$ cat src/rtl/xlat_pkg.sv
package xlat_pkg;
   // source of the slot chosen for a fill
   typedef enum logic [1:0] {
      SLOT_REUSE = 2'd0,
      SLOT_FREE  = 2'd1,
      SLOT_EVICT = 2'd2
   } slot_src_e;
endpackage

$ cat src/rtl/xlat_cam_match.sv
module xlat_cam_match #(
   parameter int ENTRIES = 8,
   parameter int VPN_W   = 20,
   parameter int PID_W   = 8
) (
   input  logic [ENTRIES-1:0]            valid_vec,
   input  logic [ENTRIES-1:0][VPN_W-1:0] vpn_arr,
   input  logic [ENTRIES-1:0][PID_W-1:0] pid_arr,
   input  logic [VPN_W-1:0]              key_vpn,
   input  logic [PID_W-1:0]              key_pid,
   output logic [ENTRIES-1:0]            match_vec
);
   for (genvar g = 0; g < ENTRIES; g++) begin : g_cmp
      assign match_vec[g] = valid_vec[g] &&
                            (vpn_arr[g] == key_vpn) &&
                            (pid_arr[g] == key_pid);
   end
endmodule

$ cat src/rtl/xlat_victim_sel.sv
module xlat_victim_sel
   import xlat_pkg::*;
#(
   parameter int ENTRIES = 8,
   localparam int IDX_W  = $clog2(ENTRIES)
) (
   input  logic               clk,
   input  logic               rst_n,
   input  logic [ENTRIES-1:0] valid_vec,
   input  logic [ENTRIES-1:0] key_match,
   input  logic               fill_go,
   output logic [IDX_W-1:0]   slot
);
   logic [IDX_W-1:0] rr_q;
   logic [IDX_W-1:0] match_idx;
   logic [IDX_W-1:0] free_idx;
   logic             any_free;
   slot_src_e        src;

   // lowest invalid entry wins
   always_comb begin
      free_idx = '0;
      any_free = 1'b0;
      for (int i = ENTRIES - 1; i >= 0; i--) begin
         if (!valid_vec[i]) begin
            free_idx = IDX_W'(i);
            any_free = 1'b1;
         end
      end
   end

   always_comb begin
      match_idx = '0;
      for (int i = 0; i < ENTRIES; i++) begin
         if (key_match[i]) match_idx = IDX_W'(i);
      end
   end

   always_comb begin
      if (|key_match) begin
         src  = SLOT_REUSE;
         slot = match_idx;
      end else if (any_free) begin
         src  = SLOT_FREE;
         slot = free_idx;
      end else begin
         src  = SLOT_EVICT;
         slot = rr_q;
      end
   end

   always_ff @(posedge clk or negedge rst_n) begin
      if (!rst_n)                             rr_q <= '0;
      else if (fill_go && src == SLOT_EVICT)  rr_q <= rr_q + 1'b1;
   end

   // the rotating pointer moves by exactly one per replacement
   a_r4_rr_step: assert property (@(posedge clk) disable iff (!rst_n)
      (fill_go && src == SLOT_EVICT) |=> rr_q == $past(rr_q) + 1'b1);
   // no move without a replacement
   a_r4_rr_hold: assert property (@(posedge clk) disable iff (!rst_n)
      !(fill_go && src == SLOT_EVICT) |=> $stable(rr_q));
   // an existing pair is never placed twice
   a_r3_single_match: assert property (@(posedge clk) disable iff (!rst_n)
      $onehot0(key_match));
endmodule

$ cat src/rtl/xlat_event_count.sv
module xlat_event_count #(
   parameter int CNT_W    = 32,
   parameter bit SATURATE = 1'b0
) (
   input  logic             clk,
   input  logic             rst_n,
   input  logic             inc,
   output logic [CNT_W-1:0] count
);
   if (CNT_W < 2) begin : g_bad_w
      $error("xlat_event_count: CNT_W must be at least 2");
   end

   if (SATURATE) begin : g_sat
      always_ff @(posedge clk or negedge rst_n) begin
         if (!rst_n)                  count <= '0;
         else if (inc && ~&count)     count <= count + 1'b1;
      end
   end else begin : g_wrap
      always_ff @(posedge clk or negedge rst_n) begin
         if (!rst_n)   count <= '0;
         else if (inc) count <= count + 1'b1;
      end
      // each counted event adds one, modulo the width
      a_r8_count_step: assert property (@(posedge clk) disable iff (!rst_n)
         inc |=> count == $past(count) + 1'b1);
   end

   a_r8_count_hold: assert property (@(posedge clk) disable iff (!rst_n)
      !inc |=> $stable(count));
endmodule

$ cat src/rtl/xlat_tag_cache.sv
module xlat_tag_cache #(
   parameter int VA_W       = 32,
   parameter int PAGE_OFF_W = 12,
   parameter int PFN_W      = 20,
   parameter int PID_W      = 8,
   parameter int PERM_W     = 3,
   parameter int FLAG_W     = 2,
   parameter int ENTRIES    = 8,
   parameter int CNT_W      = 32,
   localparam int VPN_W     = VA_W - PAGE_OFF_W,
   localparam int PA_W      = PFN_W + PAGE_OFF_W,
   localparam int IDX_W     = $clog2(ENTRIES)
) (
   input  logic              clk,
   input  logic              rst_n,
   input  logic              lk_valid,
   input  logic [VA_W-1:0]   lk_va,
   input  logic [PID_W-1:0]  lk_pid,
   output logic              lk_hit,
   output logic              lk_miss,
   output logic [PA_W-1:0]   lk_pa,
   output logic [PERM_W-1:0] lk_perm,
   output logic [FLAG_W-1:0] lk_flags,
   input  logic              fill_valid,
   input  logic [VPN_W-1:0]  fill_vpn,
   input  logic [PID_W-1:0]  fill_pid,
   input  logic [PFN_W-1:0]  fill_pfn,
   input  logic [PERM_W-1:0] fill_perm,
   input  logic [FLAG_W-1:0] fill_flags,
   input  logic              flush_all,
   input  logic              flush_pid_en,
   input  logic [PID_W-1:0]  flush_pid,
   output logic [CNT_W-1:0]  hit_cnt,
   output logic [CNT_W-1:0]  miss_cnt
);
   if (ENTRIES < 2 || (ENTRIES & (ENTRIES - 1)) != 0) begin : g_bad_depth
      $error("xlat_tag_cache: ENTRIES must be a power of two, at least 2");
   end
   if (PAGE_OFF_W < 1 || PAGE_OFF_W >= VA_W) begin : g_bad_split
      $error("xlat_tag_cache: PAGE_OFF_W must lie inside VA_W");
   end

   logic [ENTRIES-1:0]             ent_valid;
   logic [ENTRIES-1:0][VPN_W-1:0]  ent_vpn;
   logic [ENTRIES-1:0][PID_W-1:0]  ent_pid;
   logic [ENTRIES-1:0][PFN_W-1:0]  ent_pfn;
   logic [ENTRIES-1:0][PERM_W-1:0] ent_perm;
   logic [ENTRIES-1:0][FLAG_W-1:0] ent_flags;

   logic [VPN_W-1:0]       lk_vpn;
   logic [PAGE_OFF_W-1:0]  lk_off;
   logic [ENTRIES-1:0]     lk_match;
   logic [ENTRIES-1:0]     fill_match;
   logic [ENTRIES-1:0]     wr_vec;
   logic [IDX_W-1:0]       fill_slot;
   logic                   fill_go;
   logic                   any_hit;
   logic [PFN_W-1:0]       sel_pfn;
   logic [PERM_W-1:0]      sel_perm;
   logic [FLAG_W-1:0]      sel_flags;

   assign lk_vpn  = lk_va[VA_W-1:PAGE_OFF_W];
   assign lk_off  = lk_va[PAGE_OFF_W-1:0];
   assign fill_go = fill_valid && !flush_all && !flush_pid_en;

   xlat_cam_match #(.ENTRIES(ENTRIES), .VPN_W(VPN_W), .PID_W(PID_W)) u_lk_cam (
      .valid_vec (ent_valid),
      .vpn_arr   (ent_vpn),
      .pid_arr   (ent_pid),
      .key_vpn   (lk_vpn),
      .key_pid   (lk_pid),
      .match_vec (lk_match)
   );

   xlat_cam_match #(.ENTRIES(ENTRIES), .VPN_W(VPN_W), .PID_W(PID_W)) u_fill_cam (
      .valid_vec (ent_valid),
      .vpn_arr   (ent_vpn),
      .pid_arr   (ent_pid),
      .key_vpn   (fill_vpn),
      .key_pid   (fill_pid),
      .match_vec (fill_match)
   );

   xlat_victim_sel #(.ENTRIES(ENTRIES)) u_victim (
      .clk       (clk),
      .rst_n     (rst_n),
      .valid_vec (ent_valid),
      .key_match (fill_match),
      .fill_go   (fill_go),
      .slot      (fill_slot)
   );

   always_comb begin
      for (int i = 0; i < ENTRIES; i++) begin
         wr_vec[i] = fill_go && (fill_slot == IDX_W'(i));
      end
   end

   // entry storage: flushes dominate writes
   always_ff @(posedge clk or negedge rst_n) begin
      if (!rst_n) begin
         ent_valid <= '0;
         ent_vpn   <= '0;
         ent_pid   <= '0;
         ent_pfn   <= '0;
         ent_perm  <= '0;
         ent_flags <= '0;
      end else begin
         for (int i = 0; i < ENTRIES; i++) begin
            if (flush_all) begin
               ent_valid[i] <= 1'b0;
            end else if (flush_pid_en && ent_pid[i] == flush_pid) begin
               ent_valid[i] <= 1'b0;
            end else if (wr_vec[i]) begin
               ent_valid[i] <= 1'b1;
               ent_vpn[i]   <= fill_vpn;
               ent_pid[i]   <= fill_pid;
               ent_pfn[i]   <= fill_pfn;
               ent_perm[i]  <= fill_perm;
               ent_flags[i] <= fill_flags;
            end
         end
      end
   end

   // one-hot match drives an OR mux
   always_comb begin
      sel_pfn   = '0;
      sel_perm  = '0;
      sel_flags = '0;
      for (int i = 0; i < ENTRIES; i++) begin
         if (lk_match[i]) begin
            sel_pfn   = sel_pfn   | ent_pfn[i];
            sel_perm  = sel_perm  | ent_perm[i];
            sel_flags = sel_flags | ent_flags[i];
         end
      end
   end

   assign any_hit  = |lk_match;
   assign lk_hit   = lk_valid && any_hit;
   assign lk_miss  = lk_valid && !any_hit;
   assign lk_pa    = lk_hit ? {sel_pfn, lk_off} : '0;
   assign lk_perm  = lk_hit ? sel_perm  : '0;
   assign lk_flags = lk_hit ? sel_flags : '0;

   xlat_event_count #(.CNT_W(CNT_W), .SATURATE(1'b0)) u_hit_cnt (
      .clk   (clk),
      .rst_n (rst_n),
      .inc   (lk_hit),
      .count (hit_cnt)
   );

   xlat_event_count #(.CNT_W(CNT_W), .SATURATE(1'b0)) u_miss_cnt (
      .clk   (clk),
      .rst_n (rst_n),
      .inc   (lk_miss),
      .count (miss_cnt)
   );

   // the stored pairs stay unique
   a_r2_unique_pair: assert property (@(posedge clk) disable iff (!rst_n)
      $onehot0(lk_match));
   // hit and miss are never raised together
   a_r2_hit_xor_miss: assert property (@(posedge clk) disable iff (!rst_n)
      !(lk_hit && lk_miss));
   // a global flush leaves nothing valid
   a_r5_flush_empty: assert property (@(posedge clk) disable iff (!rst_n)
      flush_all |=> ent_valid == '0);
   // no entry becomes valid during a flush
   a_r7_no_fill_in_flush: assert property (@(posedge clk) disable iff (!rst_n)
      (flush_all || flush_pid_en) |=> $countones(ent_valid) <= $countones($past(ent_valid)));

   for (genvar g = 0; g < ENTRIES; g++) begin : g_ent_chk
      // tagged entries of the flushed process are gone
      a_r6_pid_clear: assert property (@(posedge clk) disable iff (!rst_n)
         (flush_pid_en && ent_pid[g] == flush_pid) |=> !ent_valid[g]);
      // a written entry is valid afterwards
      a_r3_write_valid: assert property (@(posedge clk) disable iff (!rst_n)
         wr_vec[g] |=> ent_valid[g]);
   end
endmodule

$ cat config.mk
export PLATFORM = sky130hd
export DESIGN_NAME = xlat_tag_cache
export DESIGN_NICKNAME = d
export VERILOG_FILES = /design/src/rtl/xlat_pkg.sv /design/src/rtl/xlat_cam_match.sv /design/src/rtl/xlat_victim_sel.sv /design/src/rtl/xlat_event_count.sv /design/src/rtl/xlat_tag_cache.sv
export SDC_FILE = /design/constraint.sdc
export NUM_CORES = 1
export LEC_CHECK = 0
export BUFFER_PORTS_ARGS = -buffer_cell sky130_fd_sc_hd__buf_2
export CORE_MARGIN = 10
export CORE_UTILIZATION = 60
export CTS_CLUSTER_SIZE = 24
export DETAILED_ROUTE_END_ITERATION = 7
export HOLD_SLACK_MARGIN = 0.02
export PLACE_DENSITY = 0.8
export SLEW_MARGIN = 40
export SYNTH_ARGS = -nofsm -noshare
export SYNTH_HDL_FRONTEND = slang
export SYNTH_SLANG_ARGS = --single-unit
$ cat constraint.sdc
create_clock -name clk -period 3.35 [get_ports clk]
set_input_delay 0.1675 -clock clk [delete_from_list [all_inputs] [get_ports clk]]
set_output_delay 0.1675 -clock clk [all_outputs]
set_load 0.05 [all_outputs]
==> flow_metrics.env, run 1 <==
export IMPL_area_growth_pct=35.1
export IMPL_worstSkewPairLatency_ns=0.63
export IMPL_fin_nets=2845
export IMPL_hpwl_um=72000
export IMPL_cts_root_buf="clkbuf_16"
export IMPL_setup_ws_ns=-0.321
export IMPL_status="finished, violations left"
export IMPL_avgSynthCellArea_um2=12.2
export IMPL_drt_iter0_drc=3152
export IMPL_dieHeight_um=231
export IMPL_coreArea_mm2=0.0440
export IMPL_synth_fa_ha_area_share_pct=0.141
export IMPL_grt_pass1_wl_um=150000
export IMPL_dieArea_mm2=0.0532
export IMPL_avgRoutedWirePerCell_um=34.3
export IMPL_hold_depth=3
export IMPL_synth_edf_count=0
export IMPL_multi_input_area_mm2=0.0147
export IMPL_hold_start="fill_pid[1]"
export IMPL_slew_headroom_pct=49.5
export IMPL_p_int_mw=11.3
export IMPL_synth_fp_nets=2295
export IMPL_vias=22550
export IMPL_maxCapViolCount=0
export IMPL_cp_slowest_cell="or4_4"
export IMPL_met3_length_um=15700
export IMPL_clock_sinks=499
export IMPL_p_per_area_mw_per_mm2=445
export IMPL_synth_simple_gate_area_share_pct=7.87
export IMPL_rrSetupSlack_ns=-0.30
export IMPL_reg2reg_to="ent_pfn[131]"
export IMPL_finalHoldViolCount=0
export IMPL_antenna_cells=0
export IMPL_synth_most_common_cell="dfrtp_1"
export IMPL_failed_checks="negative setup slack"
export IMPL_ys_seq_elements=499
export IMPL_firstDrtPassIters=6
export IMPL_power_frac_comb_pct=18.0
export IMPL_nFillCells=2379
export IMPL_cts_tree="done"
export IMPL_maxSlewViolCount=0
export IMPL_die_w_um=231
export IMPL_p_sw_mw=4.75
export IMPL_reg2regPathDepth=14
export IMPL_ys_warn_count=0
export IMPL_gp_routability_congestion=1.07
export IMPL_holdCritPathClass="primary input to flop"
export IMPL_synth_top_family_by_area="multiplexers"
export IMPL_rsz0062_at_grt="yes"
export IMPL_fmax_mhz=272
export IMPL_switching_share_pct=29.7
export IMPL_setup_viol=453
export IMPL_synthCells=2185
export IMPL_synth_xor_area_share_pct=18.5
export IMPL_vias_per_cell=6.70
export IMPL_antenna_left=0
export IMPL_grt_max_degree=87
export IMPL_skew_ns=0.0310
export IMPL_grt_pass1_vias=21746
export IMPL_synth_top_flop_cell="dfrtp_1"
export IMPL_route_met2_wl_um=49600
export IMPL_start_kind="flop"
export IMPL_fin_cells=3367
export IMPL_drt_wl_total_um=116000
export IMPL_cts_made_buffers=53
export IMPL_register_area_mm2=0.0125
export IMPL_synth_common_cells="dfrtp_1 (499), mux2_2 (377), xor2_1 (315)"
export IMPL_cp_max_fo=6
export IMPL_muxShareOfSynthArea_pct=18.7
export IMPL_critPathMostFrequentCell="buf_6"
export IMPL_drc_errors=0
export IMPL_io_pins=210
export IMPL_synth_top_cell_by_area="dfrtp_1"
export IMPL_port_buffers=209
export IMPL_endpoint_kind="primary output"
export IMPL_top_layer="met5"
export IMPL_finalPower_mw=16.0
export IMPL_synth_seq_area_share_pct=46.9
export IMPL_syn_cell_area_mm2=0.0266
export IMPL_grt_total_usage_pct=38.1
export IMPL_r2r_start="ent_vpn[40]"
export IMPL_synth_area_top_cells="dfrtp_1 (47%), mux2_2 (16%), xor2_1 (10%), xnor2_1 (8.2%), mux2_4 (2.8%)"
export IMPL_dp_cells=3158
export IMPL_period_share_pct=110
export IMPL_clk_pin_slew_worst_paths_ns=0.06
export IMPL_max_stage_delay_ns=0.56
export IMPL_fin_hold_ws_ns=0.0296
export IMPL_met1Wirelength_um=42700
export IMPL_antenna_found_initial=1
export IMPL_start_util_pct=60.5
export IMPL_fin_crit_ns=3.67
export IMPL_critPathKind="flop to primary output"
export IMPL_tightest_slew_ns=0.757
export IMPL_cp_cell_sequence="xor2_2, nor4_1, nand2_1, nor4_4, buf_4, or4_4, o21ai_4, buf_6, a31oi_4, buf_6"
export IMPL_ir_drop_v=0.000508
export IMPL_cellLeakagePower_nw=17.5
export IMPL_overflow=0
export IMPL_layout_drive_gt1_share_pct=45.8
export IMPL_htreeDepth=2
export IMPL_yosysUniqueCellTypes=48
export IMPL_holdPathEnd="ent_pid[17]"
export IMPL_async_reset_ff_share_pct=100
export IMPL_clockBufferDepth=3
export IMPL_crit_arrival_ns=3.50
export IMPL_p_clk_share_pct=38.8
export IMPL_rows=77
export IMPL_pwr_share_seq_pct=43.2
export IMPL_synth_compound_area_share_pct=4.43
export IMPL_synth_top_area_share_pct=46.9
export IMPL_cp_required_ns=3.18
## sequential cells by signal, indices dropped and copies added, names as in the netlist
name and cells:
ent_valid 8, ent_vpn 160, u_hit_cnt.count 32, ent_perm 24
ent_flags 16, ent_pid 64, u_miss_cnt.count 32, ent_pfn 160
u_victim.rr_q 3
## cell families (layout without fill, tap and decap cells)
logic type,Yosys count,count (layout)
flip-flops,499,499
AND/OR/NAND/NOR,354,354
XOR/XNOR,563,563
AO/OA/AOI/OAI,155,155
adder cells (fa/ha/maj),3,3
buffers and inverters,185,775
multiplexers,426,426
## cell usage in the layout, fill, tap and decap left out, types with 14 or more instances in the layout
cell / instances
mux2_2: 237
nor3_1: 21
buf_2: 169
xnor2_1: 240
dlygate4sd3_1: 36
a22oi_1: 46
nor4_2: 23
nor2_1: 23
dfrtp_1: 491
nor4_1: 48
buf_6: 65
a221oi_1: 23
and3_1: 16
clkbuf_16: 79
mux2_4: 189
nand4_1: 79
clkbuf_1: 15
buf_12: 56
inv_1: 19
a22o_1: 26
nand3_1: 38
nor4_4: 14
xor2_2: 20
nand2_1: 47
xor2_1: 290
buf_4: 295
## how the worst max path moves through the flow
stage / slack (ns) / depth (start not counted) / endpoint / from
after floorplan: 0.07 / 9 / lk_pa[10] / ent_pid[41]
after global placement: -0.32 / 11 / ent_vpn[148] / ent_vpn[55]
after detailed placement: -0.36 / 11 / ent_vpn[153] / ent_vpn[55]
after CTS: -0.11 / 13 / lk_pa[16] / ent_vpn[89]
after global routing: -0.37 / 14 / ent_pfn[135] / ent_vpn[40]
final: -0.32 / 10 / lk_pa[21] / ent_vpn[18]
## critical path: cells and delay by family, from the launching register on
| kind | cells | cell delay, ns |
|---|---|---|
| simple gates | 4 | 0.99 |
| buf+inv | 3 | 0.65 |
| flops | 1 | 0.49 |
| compound gates | 2 | 0.46 |
| xor+xnor | 1 | 0.29 |
## power by group through the flow
stage               clock network [mW]  logic [mW]  registers (mW)
floorplan                            0        1.25            7.01
global placement                     0        2.45            6.91
detailed placement                   0        2.49            6.95
CTS                               6.12        2.60            6.86
global route                      6.40        2.96            6.95
finish                            6.22        2.88            6.92
## per-stage QoR
stage               cell area [um2]  setup TNS (ns)  util, %  setup WS, ns
finish                        36000          -69.52     81.7        -0.321
global route                  36000          -91.45     81.7        -0.368
CTS                           33900           -2.92     76.9        -0.112
detailed placement            30700          -88.31     69.8        -0.355
global placement              30700          -82.01     69.8        -0.318
floorplan                     26600               0        -        0.0744
## routing by layer
layer,vias up,track usage [%]
met2,1885,57.4
met5,-,0
met3,548,9.57
met4,2,15.1
met1,11320,52.0
li1,8795,-
## final cells by class
| class | instances | share of cell area [%] |
|---|---|---|
| clock buffer | 82 | 4.41 |
| sequential | 499 | 34.8 |
| multi-input combinational | 1501 | 40.9 |
| clock inverter | 13 | 0.557 |
| inverter | 20 | 0.209 |
| tap | 592 | 2.06 |
| timing repair buffer | 660 | 17.1 |
## repair_timing
action                                  CTS  global route
endpoints found under the hold margin   285             0
gates cloned                              3            30
pin swaps                                28            30
endpoints found under the setup margin  467           470
setup buffers                            17            32
resized for setup                       162           270
hold buffers                             37             0
Power figures use the tool's default switching activity.
==> run 2: changes to the inputs <==
Settings changed: CTS_CLUSTER_SIZE 24 to not set, SETUP_SLACK_MARGIN set to 0.15.
==> run 2 against run 1 <==
Effect of this change:
- sequential share of layout area down 0.31 points
- register-to-register slack worse by 0.23 ns
- worst hold slack got worse by 0.0029 ns
- sequential power increased by 0.6%
- the run ends with design-rule violations, negative setup slack left
- count of clock-buffer cells in the layout is 2 lower
- largest power group unchanged
- clock power grew 2%
==> flow_metrics.env, run 2 (same netlist as run 1, synthesis figures left out) <==
export IMPL_cp_max_fo=6
export IMPL_drt_wl_total_um=131000
export IMPL_reg2regPathDepth=14
export IMPL_cts_root_buf="clkbuf_16"
export IMPL_drc_errors=21
export IMPL_hold_depth=3
export IMPL_fin_tns_setup_ns=-181.80
export IMPL_area_growth_pct=36.3
export IMPL_vias_per_cell=7.09
export IMPL_pre_cts_slack_ns=-0.741
export IMPL_grt_total_usage_pct=41.2
export IMPL_vias=24070
export IMPL_coreArea_mm2=0.0440
export IMPL_status="finished, violations left"
export IMPL_firstDrtPassIters=8
export IMPL_worstSkewPairLatency_ns=0.67
export IMPL_tightest_slew_ns=1.35
export IMPL_reg_largest_list="ent_pfn (160), ent_vpn (160), ent_pid (64)"
export IMPL_start_kind="flop"
export IMPL_htreeDepth=2
export IMPL_cts_tree="done"
export IMPL_antenna_left=0
export IMPL_p_per_area_mw_per_mm2=448
export IMPL_postPlaceCellArea_mm2=0.0306
export IMPL_finalHoldViolCount=0
export IMPL_fin_cells=3394
export IMPL_drt_iter0_drc=3678
export IMPL_clockBufferDepth=3
export IMPL_rsz0062_at_grt="yes"
export IMPL_ir_drop_v=0.000572
export IMPL_dieArea_mm2=0.0532
export IMPL_final_core_util_pct=82.4
export IMPL_grt_max_degree=75
export IMPL_clk_pin_slew_worst_paths_ns=0.06
export IMPL_setup_ws_ns=-0.998
export IMPL_fin_nets=2868
export IMPL_cts_made_buffers=53
export IMPL_clock_sinks=499
export IMPL_maxSlewViolCount=0
export IMPL_hpwl_um=73400
export IMPL_slew_headroom_pct=9.98
export IMPL_final_common_cell="dfrtp_1"
export IMPL_io_pins=210
export IMPL_antenna_found_initial=8
export IMPL_fin_crit_ns=4.35
export IMPL_multi_input_area_mm2=0.0148
export IMPL_rows=77
export IMPL_setup_viol=498
export IMPL_cp_required_ns=3.18
export IMPL_grt_pass1_vias=22473
export IMPL_dieHeight_um=231
export IMPL_holdCritPathClass="primary input to flop"
export IMPL_nFillCells=2223
export IMPL_port_buffers=209
export IMPL_dp_cells=3152
export IMPL_skew_ns=0.0727
export IMPL_endpoint_kind="primary output"
export IMPL_grt_pass1_wl_um=161000
export IMPL_start_util_pct=60.5
export IMPL_gp_routability_congestion=1.06
export IMPL_overflow=0
export IMPL_period_share_pct=130
export IMPL_fin_area_mm2=0.0363
export IMPL_fmax_mhz=230
export IMPL_crit_arrival_ns=4.18
export IMPL_avgRoutedWirePerCell_um=38.6
export IMPL_final_cell_mix="dfrtp_1 (494), mux2_2 (308), buf_4 (297), xor2_1 (294), xnor2_1 (236)"
export IMPL_die_w_um=231
export IMPL_critPathKind="flop to primary output"
export IMPL_maxCapViolCount=0
export IMPL_failed_checks="design-rule violations, negative setup slack"
export IMPL_cellLeakagePower_nw=17.4
export IMPL_layout_drive_gt1_share_pct=46.9
export IMPL_register_area_mm2=0.0125
[run 2: cell types whose count changed in the layout (fill, tap and decap cells not counted), moves of 6 or more]
cell / previous run / this run
a31oi_1: 6 / 0
mux2_4: 189 / 118
buf_8: 9 / 31
dlygate4sd3_1: 36 / 45
a31oi_4: 12 / 23
nand3_1: 38 / 31
buf_12: 56 / 50
clkbuf_16: 79 / 71
nor4_4: 14 / 21
nand3_2: 0 / 6
mux2_2: 237 / 308
[run 2: timing repair]
| action | 4_1_cts | 5_1_grt |
|---|---|---|
| cloned | 7 | 24 |
| hold buffers | 45 | 0 |
| resized for setup | 241 | 217 |
| buffers inserted | 32 | 34 |
| hold endpoints to repair | 295 | 0 |
| pin swaps | 28 | 55 |
| endpoints found under the setup margin | 528 | 508 |
[run 2: path summary, 6_finish.rpt]
path	start	to	slack [ns]
worst max register to register	ent_pid[1]	ent_pid[39]	-0.53
worst min-delay path	fill_vpn[3]	ent_vpn[63]	0.03
max in group asynchronous	rst_n	ent_vpn[118]	2.18
worst max-delay path	ent_pid[17]	lk_pa[25]	-1.0
min in group asynchronous	rst_n	ent_pid[38]	0.19
worst min register to register	u_hit_cnt.count[11]	u_hit_cnt.count[11]	0.50
[run 2: metal layers]
layer	vias up	wire [um]	track usage (%)
li1	8869	-	-
met1	11807	44200	54.9
met2	2576	54800	62.6
met3	812	20600	11.4
met4	6	11400	17.5
met5	-	83	0
[run 2: final cells by class]
| type | count | area share [%] |
|---|---|---|
| Clock inverter | 16 | 0.628 |
| Tap cell | 592 | 2.04 |
| Timing Repair Buffer | 683 | 17.6 |
| Inverter | 20 | 0.217 |
| Sequential cell | 499 | 34.4 |
| Antenna cell | 3 | 0.0207 |
| Multi-Input combinational cell | 1501 | 40.8 |
| Clock buffer | 80 | 4.29 |
[run 2: critical path, stage by stage, from the launching register on]
cell and delay, ns:
dfrtp_2 0.45, buf_6 0.15, xnor2_4 0.19, nand4_1 0.36, nor4_4 0.09, buf_6 0.14, buf_12 0.15, buf_6 0.13
a22o_1 0.23, a221oi_1 1.04, a31oi_4 0.36, buf_6 0.27
[run 2: where the power goes]
part,leakage (nW),switching [mW],total (mW),internal (mW)
logic,9.80,1.74,2.92,1.18
clock network,0.881,2.82,6.36,3.53
registers,6.74,0.502,6.96,6.46
total,17.4,5.07,16.2,11.2
[run 2: stage by stage]
step	total power, mW	hold slack (ns)
floorplan	8.26	-0.128
global route	16.4	0.0376
finish	16.2	0.0267
detailed placement	9.49	0.242
global placement	9.43	0.241
CTS	15.7	0.0201
